`src/rtl/modadd_pkg.sv`:
```
package modadd_pkg;

    // Reduction convention applied to the (W+1)-bit raw sum
    typedef enum logic [0:0] {
        FOLD_STRICT = 1'b0,  // canonical residue: 2^W-1 folds to zero
        FOLD_EAC    = 1'b1   // end-around carry: all-ones left as is
    } fold_mode_e;

    localparam int DATA_W_DEFAULT = 32;

    // Select source for the final result
    typedef enum logic [1:0] {
        PICK_RAW  = 2'd0,
        PICK_INC  = 2'd1,
        PICK_ZERO = 2'd2
    } pick_e;

endpackage

```
`src/rtl/modadd_sumgen.sv`:
```
module modadd_sumgen #(
    parameter int W = 32
) (
    input  logic [W-1:0] a,
    input  logic [W-1:0] b,
    output logic [W:0]   raw,
    output logic [W:0]   inc
);
    localparam int SW = W + 1;

    // Two adders side by side: the raw sum and the sum with carry-in set
    always_comb begin
        raw = SW'(a) + SW'(b);
        inc = SW'(a) + SW'(b) + SW'(1);
    end
endmodule

```
`src/rtl/modadd_fold.sv`:
```
module modadd_fold
    import modadd_pkg::*;
#(
    parameter int         W    = 32,
    parameter fold_mode_e MODE = FOLD_STRICT
) (
    input  logic [W:0]   raw,
    input  logic [W:0]   inc,
    output logic [W-1:0] res
);
    pick_e pick;

    generate
        if (MODE == FOLD_STRICT) begin : g_strict
            // Carry out of sum+1 means sum >= 2^W-1. The only case where
            // sum+1 truncates to all ones is both operands all ones.
            logic wrap_ones;
            assign wrap_ones = inc[W] & (&inc[W-1:0]);
            always_comb begin
                if (wrap_ones)   pick = PICK_ZERO;
                else if (inc[W]) pick = PICK_INC;
                else             pick = PICK_RAW;
            end
        end else begin : g_eac
            // Carry out of the raw sum selects the +1 path
            logic inc_top_unused;
            assign inc_top_unused = inc[W];
            always_comb begin
                pick = raw[W] ? PICK_INC : PICK_RAW;
            end
        end
    endgenerate

    always_comb begin
        unique case (pick)
            PICK_INC:  res = inc[W-1:0];
            PICK_ZERO: res = '0;
            default:   res = raw[W-1:0];
        endcase
    end
endmodule

```
`src/rtl/modadd_stage.sv`:
```
module modadd_stage #(
    parameter int W   = 32,
    parameter bit REG = 1'b1
) (
    input  logic         clk,
    input  logic         rst,
    input  logic         vld_in,
    input  logic [W-1:0] res_in,
    output logic         vld_out,
    output logic [W-1:0] res_out
);
    generate
        if (REG) begin : g_reg
            logic         vld_q;
            logic [W-1:0] res_q;
            always_ff @(posedge clk) begin
                if (rst) begin
                    vld_q <= 1'b0;
                    res_q <= '0;
                end else begin
                    vld_q <= vld_in;
                    if (vld_in) res_q <= res_in;
                end
            end
            assign vld_out = vld_q;
            assign res_out = res_q;
        end else begin : g_comb
            logic clk_unused;
            assign clk_unused = clk;
            assign vld_out = vld_in & ~rst;
            assign res_out = res_in;
        end
    endgenerate
endmodule

```
`src/rtl/ones_mod_adder.sv`:
```
module ones_mod_adder
    import modadd_pkg::*;
#(
    parameter int         WIDTH      = DATA_W_DEFAULT,
    parameter fold_mode_e FOLD_MODE  = FOLD_STRICT,
    parameter bit         REGISTERED = 1'b1
) (
    input  logic             clk,
    input  logic             rst,
    input  logic             in_valid,
    input  logic [WIDTH-1:0] op_a,
    input  logic [WIDTH-1:0] op_b,
    output logic             out_valid,
    output logic [WIDTH-1:0] sum_c
);
    logic [WIDTH:0]   raw_sum;
    logic [WIDTH:0]   inc_sum;
    logic [WIDTH-1:0] folded;

    modadd_sumgen #(.W(WIDTH)) u_sum (
        .a   (op_a),
        .b   (op_b),
        .raw (raw_sum),
        .inc (inc_sum)
    );

    modadd_fold #(.W(WIDTH), .MODE(FOLD_MODE)) u_fold (
        .raw (raw_sum),
        .inc (inc_sum),
        .res (folded)
    );

    modadd_stage #(.W(WIDTH), .REG(REGISTERED)) u_stage (
        .clk     (clk),
        .rst     (rst),
        .vld_in  (in_valid),
        .res_in  (folded),
        .vld_out (out_valid),
        .res_out (sum_c)
    );
endmodule

```
`config.mk`:
```
export PLATFORM = sky130hd
export DESIGN_NAME = ones_mod_adder
export DESIGN_NICKNAME = d
export VERILOG_FILES = /design/src/rtl/modadd_pkg.sv /design/src/rtl/modadd_sumgen.sv /design/src/rtl/modadd_fold.sv /design/src/rtl/modadd_stage.sv /design/src/rtl/ones_mod_adder.sv
export SDC_FILE = /design/constraint.sdc
export NUM_CORES = 1
export LEC_CHECK = 0
export ABC_AREA = 0
export BUFFER_PORTS_ARGS = -buffer_cell sky130_fd_sc_hd__buf_2
export CELL_PAD_IN_SITES_DETAIL_PLACEMENT = 1
export CELL_PAD_IN_SITES_GLOBAL_PLACEMENT = 1
export CORE_MARGIN = 5
export CORE_UTILIZATION = 36
export DETAILED_ROUTE_END_ITERATION = 8
export PLACE_DENSITY = 0.76
export SLEW_MARGIN = 0
export SYNTH_ARGS = -nofsm -noshare
export SYNTH_HDL_FRONTEND = slang
export SYNTH_SLANG_ARGS = --single-unit
```
`constraint.sdc`:
```
create_clock -name clk -period 4.3 [get_ports clk]
set_input_delay 0.43 -clock clk [delete_from_list [all_inputs] [get_ports clk]]
set_output_delay 0.43 -clock clk [all_outputs]
set_load 0.01 [all_outputs]
```
==> impl_metrics.csv, run 1 <==
group,metric,value,unit
clock_network,clock_sinks,33,
power_and_ir_drop,powerDensity,266,nW/µm²
critical_path,reg2regPathDepth,2,
timing,worst_slack,-0.0418,ns
synth,synth_edf_count,0,
final_layout,final_cell_mix,"buf_4 (198), buf_2 (97), nor2_1 (76)",
route,dr.first_iter.drc_count,394,
floorplan,ios,100,
floorplan,dieArea,15700,µm²
critical_path,critPathLaunchType,"primary input",
route,viasPerCell,5.80,
critical_path,r2r-end,"u_stage.res_out[10]$_SDFFE_PP0P_",
timing,rsz0062_at_grt,"true",
final_layout,regArea,661,µm²
synth,yosysWarningCount,0,
grt,gr-usage-all-layers,24.1,%
route,wl_per_cell,19.1,µm
place,portBuffers,99,
min_path,hold-path-endpoint,"u_stage.res_out[1]$_SDFFE_PP0P_",
timing,fin_tns_setup,-0.0418,ns
synth,ys_seq_area_share,13.8,%
power_and_ir_drop,total_power,1.99,mW
critical_path,crit_top_cell,"buf_6",
critical_path,worstSetupPathType,"primary input to register",
synth,netlist_area,4790,µm²
grt,grt_pass1_wl,32.5,mm
final_layout,antenna_cells,0,
critical_path,required,4.50,ns
timing,maxSlewViolCount,0,
critical_path,arrival,4.54,ns
critical_path,worst-path-max-fanout,6,
grt,antenna_found_initial,0,
floorplan,die_w,125,µm
critical_path,r2r-start,"u_stage.res_out[10]$_SDFFE_PP0P_",
synth,post_synth_num_cell_types,77,
clock_network,worstSkewPairLatency,0.28,ns
status,outcome,"finished with violations",
final_layout,areaGrowthSynthToFinish,56.4,%
grt,grt_overflow,0,
final_layout,multi_input_area,4220,µm²
grt,grt_max_degree,49,
power_and_ir_drop,power_leakage,3.29,nW
critical_path,reg2reg_slack,3.54,ns
synth,syn_inst,679,
final_layout,final_area,7480,µm²
timing,post-route-period-util,101,%
clock_network,cts_tree,"done",
floorplan,start_util,36.4,%
grt,first_global_vias,6686,
place,dp_slack,-0.468,ns
clock_network,path_clk_slew,0.05,ns
clock_network,postCtsHoldBufs,0,
synth,ys.flop_type,"dfxtp_1",
route,vias,6597,
clock_network,cts_max_level,2,
place,gp_congestion,0.899,
timing,worstMarginPinSlew,0.773,ns
critical_path,cpPeakStageDelay,0.45,ns
timing,slew_headroom,48.5,%
timing,min_period,4.34,ns
timing,max_clock_freq,0.230,GHz
min_path,hp-start,"u_stage.res_out[1]$_SDFFE_PP0P_",
power_and_ir_drop,irDropWorstVdd,131,µV
synth,syn-mean-instance-area,7.05,µm²
min_path,hold_class,"register to register",
clock_network,clock_path_buffers,2,
synth,syn-num-nets,781,
timing,setup_violations,1,
route,drc,0,
synth,ys_async_sr_fraction,0,%
final_layout,final_nets,1063,
min_path,holdPathStages,2,
route,first_pass_iters,5,
timing,skew,0,ns
final_layout,layout_commonest_cell,"buf_4",
place,place_area,6790,µm²
floorplan,core-area,13100,µm²
final_layout,fill_cells,1673,
final_layout,layout-drive-gt1-share,40.9,%
route,wl,21.7,mm
timing,hold_violations,0,
critical_path,end_kind,"register",
synth,ys_ff_latch,33,
critical_path,crit_path_cell_trace,"buf_6, ha_4, inv_2, fa_2, nand2b_4, a21o_1, a211oi_2, o211ai_1, nor4_4, buf_4, buf_6, nand3_4, or3_4, nor4_4, buf_4, xor2_4, buf_6, or3_1, a21bo_2, a211oi_2",
final_layout,finish.utilization,57.0,%
place,hpwl,16.5,mm
clock_network,clock-root-buffer,"clkbuf_16",
status,violations,"negative setup slack",
clock_network,numCtsBuffers,5,
floorplan,die_height,125,µm
flow_run,cap_violations,0,
route,ant_nets,0,
critical_path,critPathSlowestCell,"or3_4",
floorplan,fp-row-count,42,
## sequential cells by signal (all words and copies together), names as in the netlist
register,cells
u_stage.res_out,32
u_stage.vld_out,1
## how the worst max path moves through the flow
stage	from	end	slack (ns)	depth (start not counted)
after floorplan	op_a[0]	u_stage.res_out[5]$_SDFFE_PP0P_	0.03	16
after global placement	op_a[4]	u_stage.res_out[2]$_SDFFE_PP0P_	-0.29	19
after detailed placement	op_a[1]	u_stage.res_out[2]$_SDFFE_PP0P_	-0.47	20
after CTS	op_a[2]	u_stage.res_out[4]$_SDFFE_PP0P_	0.008	18
after global routing	op_b[0]	u_stage.res_out[2]$_SDFFE_PP0P_	-0.20	20
final	op_b[0]	u_stage.res_out[2]$_SDFFE_PP0P_	-0.04	20
## logic make-up after synthesis
group                    after synthesis  share of synthesized area, %
AO/OA/AOI/OAI                        230                          32.5
XOR/XNOR                              34                          6.54
adder cells (fa/ha/maj)               35                          9.31
buffers and inverters                 53                          4.99
flip-flops                            33                          13.8
multiplexers                           5                          1.05
AND/OR/NAND/NOR                      289                          31.8
## metal layers
layer | vias to the layer above | track usage (%) | part of all wire (%)
met5 | - | 0 | 0
met4 | 0 | 7.97 | 3.7
met3 | 59 | 1.66 | 3.6
met2 | 187 | 43.9 | 49
met1 | 3216 | 30.2 | 43
li1 | 3135 | - | -
## per-stage QoR
stage / hold WS [ns] / std cells
global route: 0.503 / 1138
global placement: 0.462 / 1111
floorplan: 0.495 / 679
CTS: 0.483 / 1126
detailed placement: 0.471 / 1111
finish: 0.482 / 1138
## critical path: cells and delay by family
family          cells  cell delay, ns
buf+inv             6            0.77
xor+xnor            1            0.11
fa+ha+maj           2            0.49
simple gates        6            1.64
compound gates      5            1.10
## where the power goes
part	leakage [nW]	switching, mW	internal [mW]
Combinational	2.93	0.673	0.550
Clock	0.0841	0.123	0.289
Sequential	0.275	0.0165	0.339
Total	3.29	0.812	1.18
## what timing repair did
action / in CTS / in global routing
pin swaps: 4 / 25
gates resized for setup: 14 / 62
setup endpoints to repair: 22 / 32
buffers inserted: 7 / 12
hold endpoints to repair: 0 / 0
## layout make-up
type | count | share of cell area (%)
Multi-Input combinational cell | 593 | 56.4
Tap cell | 176 | 2.94
Clock buffer | 7 | 1.91
Timing Repair Buffer | 309 | 28.6
Clock inverter | 1 | 0.401
Inverter | 19 | 0.953
Sequential cell | 33 | 8.83
## cell usage after synthesis, types with 14 or more instances
library cell	instances	area share [%]
a211oi_1	33	5.2
a21oi_1	55	5.8
and2_1	17	2.2
clkbuf_1	18	1.4
dfxtp_1	33	14
ha_1	34	8.9
inv_1	18	1.4
nand2_1	55	4.3
nand3_1	21	2.2
nand4_1	17	2.2
nor2_1	77	6.0
nor3_1	31	3.2
o21ai_0	45	4.7
xnor2_1	18	3.3
xor2_1	14	2.6
Note: power is estimated with default switching activity, not from simulation.
==> run 2, diff against run 1 <==
==> constraint.sdc (replaced) <==
create_clock -name clk -period 4.3 [get_ports clk]
set_input_delay 0.86 -clock clk [delete_from_list [all_inputs] [get_ports clk]]
set_output_delay 0.86 -clock clk [all_outputs]
set_load 0.01 [all_outputs]
==> run 2 against run 1 <==
  * Sequential share of layout area decreased by 0.74 points
  * Largest power group unchanged
  * Fmax decreased by 5.7%
  * Setup slack got worse by 0.26 ns
  * Non-clock buffer count increased by 33
  * Clock skew unchanged
  * Final area increased by 9.2%
  * Global-route usage increased by 4.3 points
  * Clock power decreased by 16%
  * Combinational power increased by 18%
  * Via count increased by 4.2%
  * Hold slack improved by 0.0042 ns
  * The run still ends with negative setup slack left
  * Core utilization increased by 5.2 points
  * Largest cell class unchanged
==> impl_metrics.csv, run 2 (synthesis gave the netlist of run 1 again) <==
group,metric,value,unit
status,outcome,"finished with violations",
status,violations,"negative setup slack",
clock_network,path_clk_slew,0.05,ns
final_layout,finish.utilization,62.2,%
timing,max_clock_freq,0.217,GHz
timing,rsz0062_at_grt,"true",
route,viasPerCell,5.88,
place,dp.cells,1142,
power_and_ir_drop,irDropWorstVdd,204,µV
timing,worst_slack,-0.305,ns
grt,first_global_vias,7331,
grt,grt_max_degree,49,
clock_network,clock_path_buffers,2,
clock_network,numCtsBuffers,5,
grt,grt_overflow,0,
route,drc,0,
critical_path,end_kind,"register",
final_layout,antenna_cells,0,
floorplan,start_util,36.4,%
timing,worstMarginPinSlew,0.574,ns
clock_network,cts_max_level,2,
power_and_ir_drop,total_power,2.14,mW
timing,min_period,4.61,ns
route,wl_per_cell,21.1,µm
timing,slew_headroom,61.7,%
min_path,hold_class,"register to register",
timing,post-route-period-util,107,%
route,ant_nets,0,
place,portBuffers,99,
critical_path,required,4.43,ns
timing,fin_tns_setup,-6.44,ns
route,first_pass_iters,5,
timing,hold_violations,0,
final_layout,areaGrowthSynthToFinish,70.7,%
critical_path,arrival,4.74,ns
grt,grt_pass1_wl,37.3,mm
final_layout,layout_commonest_cell,"buf_4",
place,hpwl,17.6,mm
flow_run,cap_violations,0,
power_and_ir_drop,powerDensity,262,nW/µm²
power_and_ir_drop,power_leakage,3.57,nW
route,vias,6876,
timing,maxSlewViolCount,0,
final_layout,final_cell_mix,"buf_4 (227), buf_2 (97), nor2_1 (76)",
floorplan,fp-row-count,42,
floorplan,die_w,125,µm
final_layout,layout-drive-gt1-share,49.4,%
critical_path,worstSetupPathType,"primary input to register",
critical_path,critPathLaunchType,"primary input",
place,gp_congestion,0.893,
timing,skew,0,ns
clock_network,clock_sinks,33,
critical_path,worst-path-max-fanout,8,
clock_network,worstSkewPairLatency,0.28,ns
grt,antenna_found_initial,0,
floorplan,core-area,13100,µm²
floorplan,dieArea,15700,µm²
floorplan,die_height,125,µm
timing,setup_violations,32,
route,wl,24.7,mm
grt,gr-usage-all-layers,28.5,%
route,dr.first_iter.drc_count,387,
clock_network,cts_tree,"done",
final_layout,final_area,8170,µm²
final_layout,largest_reg_flops,32,
final_layout,final_nets,1096,
final_layout,layoutNonFillerInstCount,1170,
place,place_area,7130,µm²
floorplan,ios,100,
clock_network,clock-root-buffer,"clkbuf_16",
[run 2: per-layer routing]
layer  part of all wire, %  GRT usage, %
met1                    41          33.6
met2                    52          54.1
met3                   3.7          2.00
met4                   3.0          9.69
met5                     0             0
[run 2: cell type report]
| cell class | count | area (µm²) |
|---|---|---|
| clock buffer | 7 | 143 |
| tap | 176 | 220 |
| multi-input combinational | 593 | 4650 |
| inverter | 19 | 73.8 |
| timing repair buffer | 342 | 2420 |
| sequential | 33 | 661 |
| fill | 1636 | 4970 |
[run 2: critical path, cell delays in order]
cell,delay (ns)
buf_2,0.10
ha_1,0.33
buf_4,0.15
nand4_1,0.20
a211oi_2,0.30
o211ai_1,0.22
buf_4,0.20
nand3_1,0.11
a21oi_1,0.10
xnor2_1,0.33
nand2_1,0.17
or4_4,0.57
nor4b_4,0.31
nand4_4,0.22
buf_12,0.21
a221oi_4,0.27
nor3_2,0.09
[run 2: per-stage QoR]
| stage | hold slack [ns] | setup slack (ns) |
|---|---|---|
| floorplan | 0.495 | -0.134 |
| global placement | 0.462 | -0.536 |
| detailed placement | 0.476 | -0.793 |
| CTS | 0.488 | -0.205 |
| global route | 0.513 | -0.542 |
| finish | 0.486 | -0.305 |
[run 2: timing repair]
item | 4_1_cts | 5_1_grt
gates cloned | 1 | 0
endpoints found under the setup margin | 32 | 32
hold buffers | 0 | 0
setup buffers | 19 | 3
resized for setup | 112 | 45
pin swaps | 45 | 28
[run 2: path summary, 6_finish.rpt]
| path | startpoint | endpoint | slack [ns] | depth (start not counted) |
|---|---|---|---|---|
| hold / removal | u_stage.res_out[28]$_SDFFE_PP0P_ | u_stage.res_out[28]$_SDFFE_PP0P_ | 0.49 | 2 |
| setup reg to reg | u_stage.res_out[8]$_SDFFE_PP0P_ | u_stage.res_out[8]$_SDFFE_PP0P_ | 3.48 | 2 |
| setup / recovery | op_a[13] | u_stage.res_out[19]$_SDFFE_PP0P_ | -0.31 | 17 |
| hold reg to reg | u_stage.res_out[28]$_SDFFE_PP0P_ | u_stage.res_out[28]$_SDFFE_PP0P_ | 0.49 | 2 |
[run 2: report_power, final]
group          switching, mW  leakage, nW  internal [mW]  total [mW]
logic                  0.785         3.22          0.652        1.44
registers             0.0178        0.275          0.340       0.357
clock network          0.119       0.0700          0.227       0.346
==> run 3, diff against run 2 <==
CORE_UTILIZATION = 40   (was 36)
PLACE_DENSITY = 0.8   (was 0.76)
clock period = 4.75 ns   (was 4.3 ns; I/O delays follow)
==> run 3 against run 2 <==
  * The flow still finishes with violations (negative setup slack)
  * Setup slack better by 0.080 ns
  * Clock power is 2% lower
  * Power is 13% lower
  * Final cell count is 4.7% lower
==> impl_metrics.csv, run 3 (synthesis gave the netlist of run 1 again) <==
group,metric,value,unit
min_path,hold-path-endpoint,"u_stage.res_out[0]$_SDFFE_PP0P_",
route,wl_per_cell,22.0,µm
route,ant_nets,0,
place,portBuffers,99,
place,gp_congestion,0.909,
timing,setup_violations,32,
critical_path,crit_top_cell,"buf_6",
floorplan,core-area,11900,µm²
critical_path,end_kind,"register",
grt,grt_overflow,0,
grt,grt_max_degree,49,
floorplan,fp-row-count,40,
final_layout,final_nets,1069,
critical_path,required,4.86,ns
critical_path,reg2regPathDepth,2,
critical_path,reg2reg_slack,3.95,ns
status,outcome,"finished with violations",
route,drc,0,
floorplan,die_w,119,µm
final_layout,areaGrowthSynthToFinish,59.6,%
floorplan,ios,100,
clock_network,path_clk_slew,0.05,ns
timing,worstMarginPinSlew,0.826,ns
route,wl,24.5,mm
timing,post-route-period-util,105,%
place,hpwl,17.0,mm
clock_network,cts_tree,"done",
power_and_ir_drop,powerDensity,243,nW/µm²
route,viasPerCell,6.28,
final_layout,final_cell_mix,"buf_4 (203), buf_2 (97), nor2_1 (75)",
grt,first_global_vias,6760,
critical_path,r2r-end,"u_stage.res_out[4]$_SDFFE_PP0P_",
clock_network,cts_max_level,2,
critical_path,critPathLaunchType,"primary input",
critical_path,worstSetupPathType,"primary input to register",
final_layout,regArea,661,µm²
timing,min_period,4.97,ns
min_path,holdPathStages,2,
clock_network,numCtsBuffers,5,
timing,slew_headroom,44.9,%
grt,gr-usage-all-layers,27.8,%
final_layout,antenna_cells,0,
min_path,hp-start,"u_stage.res_out[0]$_SDFFE_PP0P_",
grt,antenna_found_initial,0,
min_path,hold_class,"register to register",
clock_network,clock-root-buffer,"clkbuf_16",
timing,rsz0062_at_grt,"true",
final_layout,fill_cells,1519,
clock_network,worstSkewPairLatency,0.28,ns
power_and_ir_drop,power_leakage,3.38,nW
critical_path,r2r-start,"u_stage.res_out[4]$_SDFFE_PP0P_",
timing,hold_violations,0,
route,vias,7005,
final_layout,multi_input_area,4340,µm²
final_layout,finish.utilization,64.4,%
flow_run,cap_violations,0,
power_and_ir_drop,irDropWorstVdd,112,µV
timing,whs,0.487,ns
timing,max_clock_freq,0.201,GHz
critical_path,worst-path-max-fanout,7,
floorplan,die_height,119,µm
clock_network,postCtsHoldBufs,0,
timing,maxSlewViolCount,0,
final_layout,layout_commonest_cell,"buf_4",
critical_path,crit_path_cell_trace,"buf_6, ha_4, inv_2, fa_2, nand2b_4, a21o_1, buf_6, a211oi_4, o211ai_1, nor4_4, buf_4, buf_6, xnor2_2, nand4b_1, or4_4, nor4b_4, nand4_2, buf_6, o31ai_4, buf_6, a211oi_1",
route,first_pass_iters,5,
timing,worst_slack,-0.225,ns
final_layout,layout-drive-gt1-share,43.3,%
final_layout,largest_reg_flops,32,
critical_path,cpPeakStageDelay,0.55,ns
route,dr.first_iter.drc_count,410,
grt,grt_pass1_wl,33.2,mm
floorplan,dieArea,14300,µm²
clock_network,clock_path_buffers,2,
critical_path,arrival,5.09,ns
status,violations,"negative setup slack",
timing,skew,0,ns
clock_network,clock_sinks,33,
floorplan,start_util,40.3,%
critical_path,critPathSlowestCell,"or4_4",
==> run 3: changes by cell type in the layout (fill, tap and decap cells not counted), sizes merged <==
cell / delta
buf: -29
clkbuf: +2
clkinv: +1
==> run 3: report_power, final <==
part | switching, mW | total (mW) | internal (mW)
Sequential | 0.0156 | 0.323 | 0.307
Combinational | 0.673 | 1.20 | 0.524
Clock | 0.117 | 0.339 | 0.222
==> run 3: timing repair <==
action                                  in CTS  in global routing
endpoints found under the setup margin      32                 32
gates cloned                                 1                  2
hold endpoints to repair                     0                  0
gates resized for setup                     29                 76
buffers inserted                             4                 13
pin swaps                                    7                 33
==> run 3: per-stage QoR <==
step	cell area [µm²]	instances	TNS [ns]	total power, mW	setup slack (ns)
4_1_cts	7130	1100	0	1.70	0.00275
5_1_grt	7640	1115	-9.44	1.95	-0.351
6_report	7640	1115	-5.57	1.86	-0.225
3_5_place_dp	6810	1087	-15.44	1.34	-0.560
3_3_place_gp	6810	1087	-5.28	1.29	-0.297
2_1_floorplan	4800	679	0	0.854	0.00582
==> run 3: metal layers <==
metal	wire length (µm)	GRT usage, %	share of wire [%]	up-vias
met5	0	0	0	-
met4	1120	8.30	4.6	0
met3	1400	2.09	5.7	97
met2	12300	51.8	50	328
met1	9630	33.9	39	3435
li1	-	-	-	3145
==> run 3: area by class of cell <==
type,count,area share (%)
clock buffers,7,2.00
clock inverters,1,0.0655
inverters,19,0.934
multi-input cells,593,56.8
flip-flops and latches,33,8.65
well taps,147,2.41
repair buffers,315,29.2
==> run 3: worst max path at each step <==
stage | from | endpoint | slack [ns] | cells past startpoint
floorplan | op_a[0] | u_stage.res_out[5]$_SDFFE_PP0P_ | 0.006 | 16
global placement | op_a[0] | u_stage.res_out[2]$_SDFFE_PP0P_ | -0.30 | 21
detailed placement | op_a[13] | u_stage.res_out[27]$_SDFFE_PP0P_ | -0.56 | 17
CTS | op_b[4] | u_stage.res_out[11]$_SDFFE_PP0P_ | 0.003 | 20
global route | op_b[0] | u_stage.res_out[4]$_SDFFE_PP0P_ | -0.35 | 21
finish | op_b[0] | u_stage.res_out[31]$_SDFFE_PP0P_ | -0.22 | 21
==> run 3: worst max-delay path: cells and delay by family <==
family | cells | cell delay [ns]
buffers and inverters | 7 | 0.91
adders and majority gates | 2 | 0.49
xor gates and xnor gates | 1 | 0.10
and+or+nand+nor | 6 | 1.70
AOI/OAI and AO/OA | 5 | 0.92
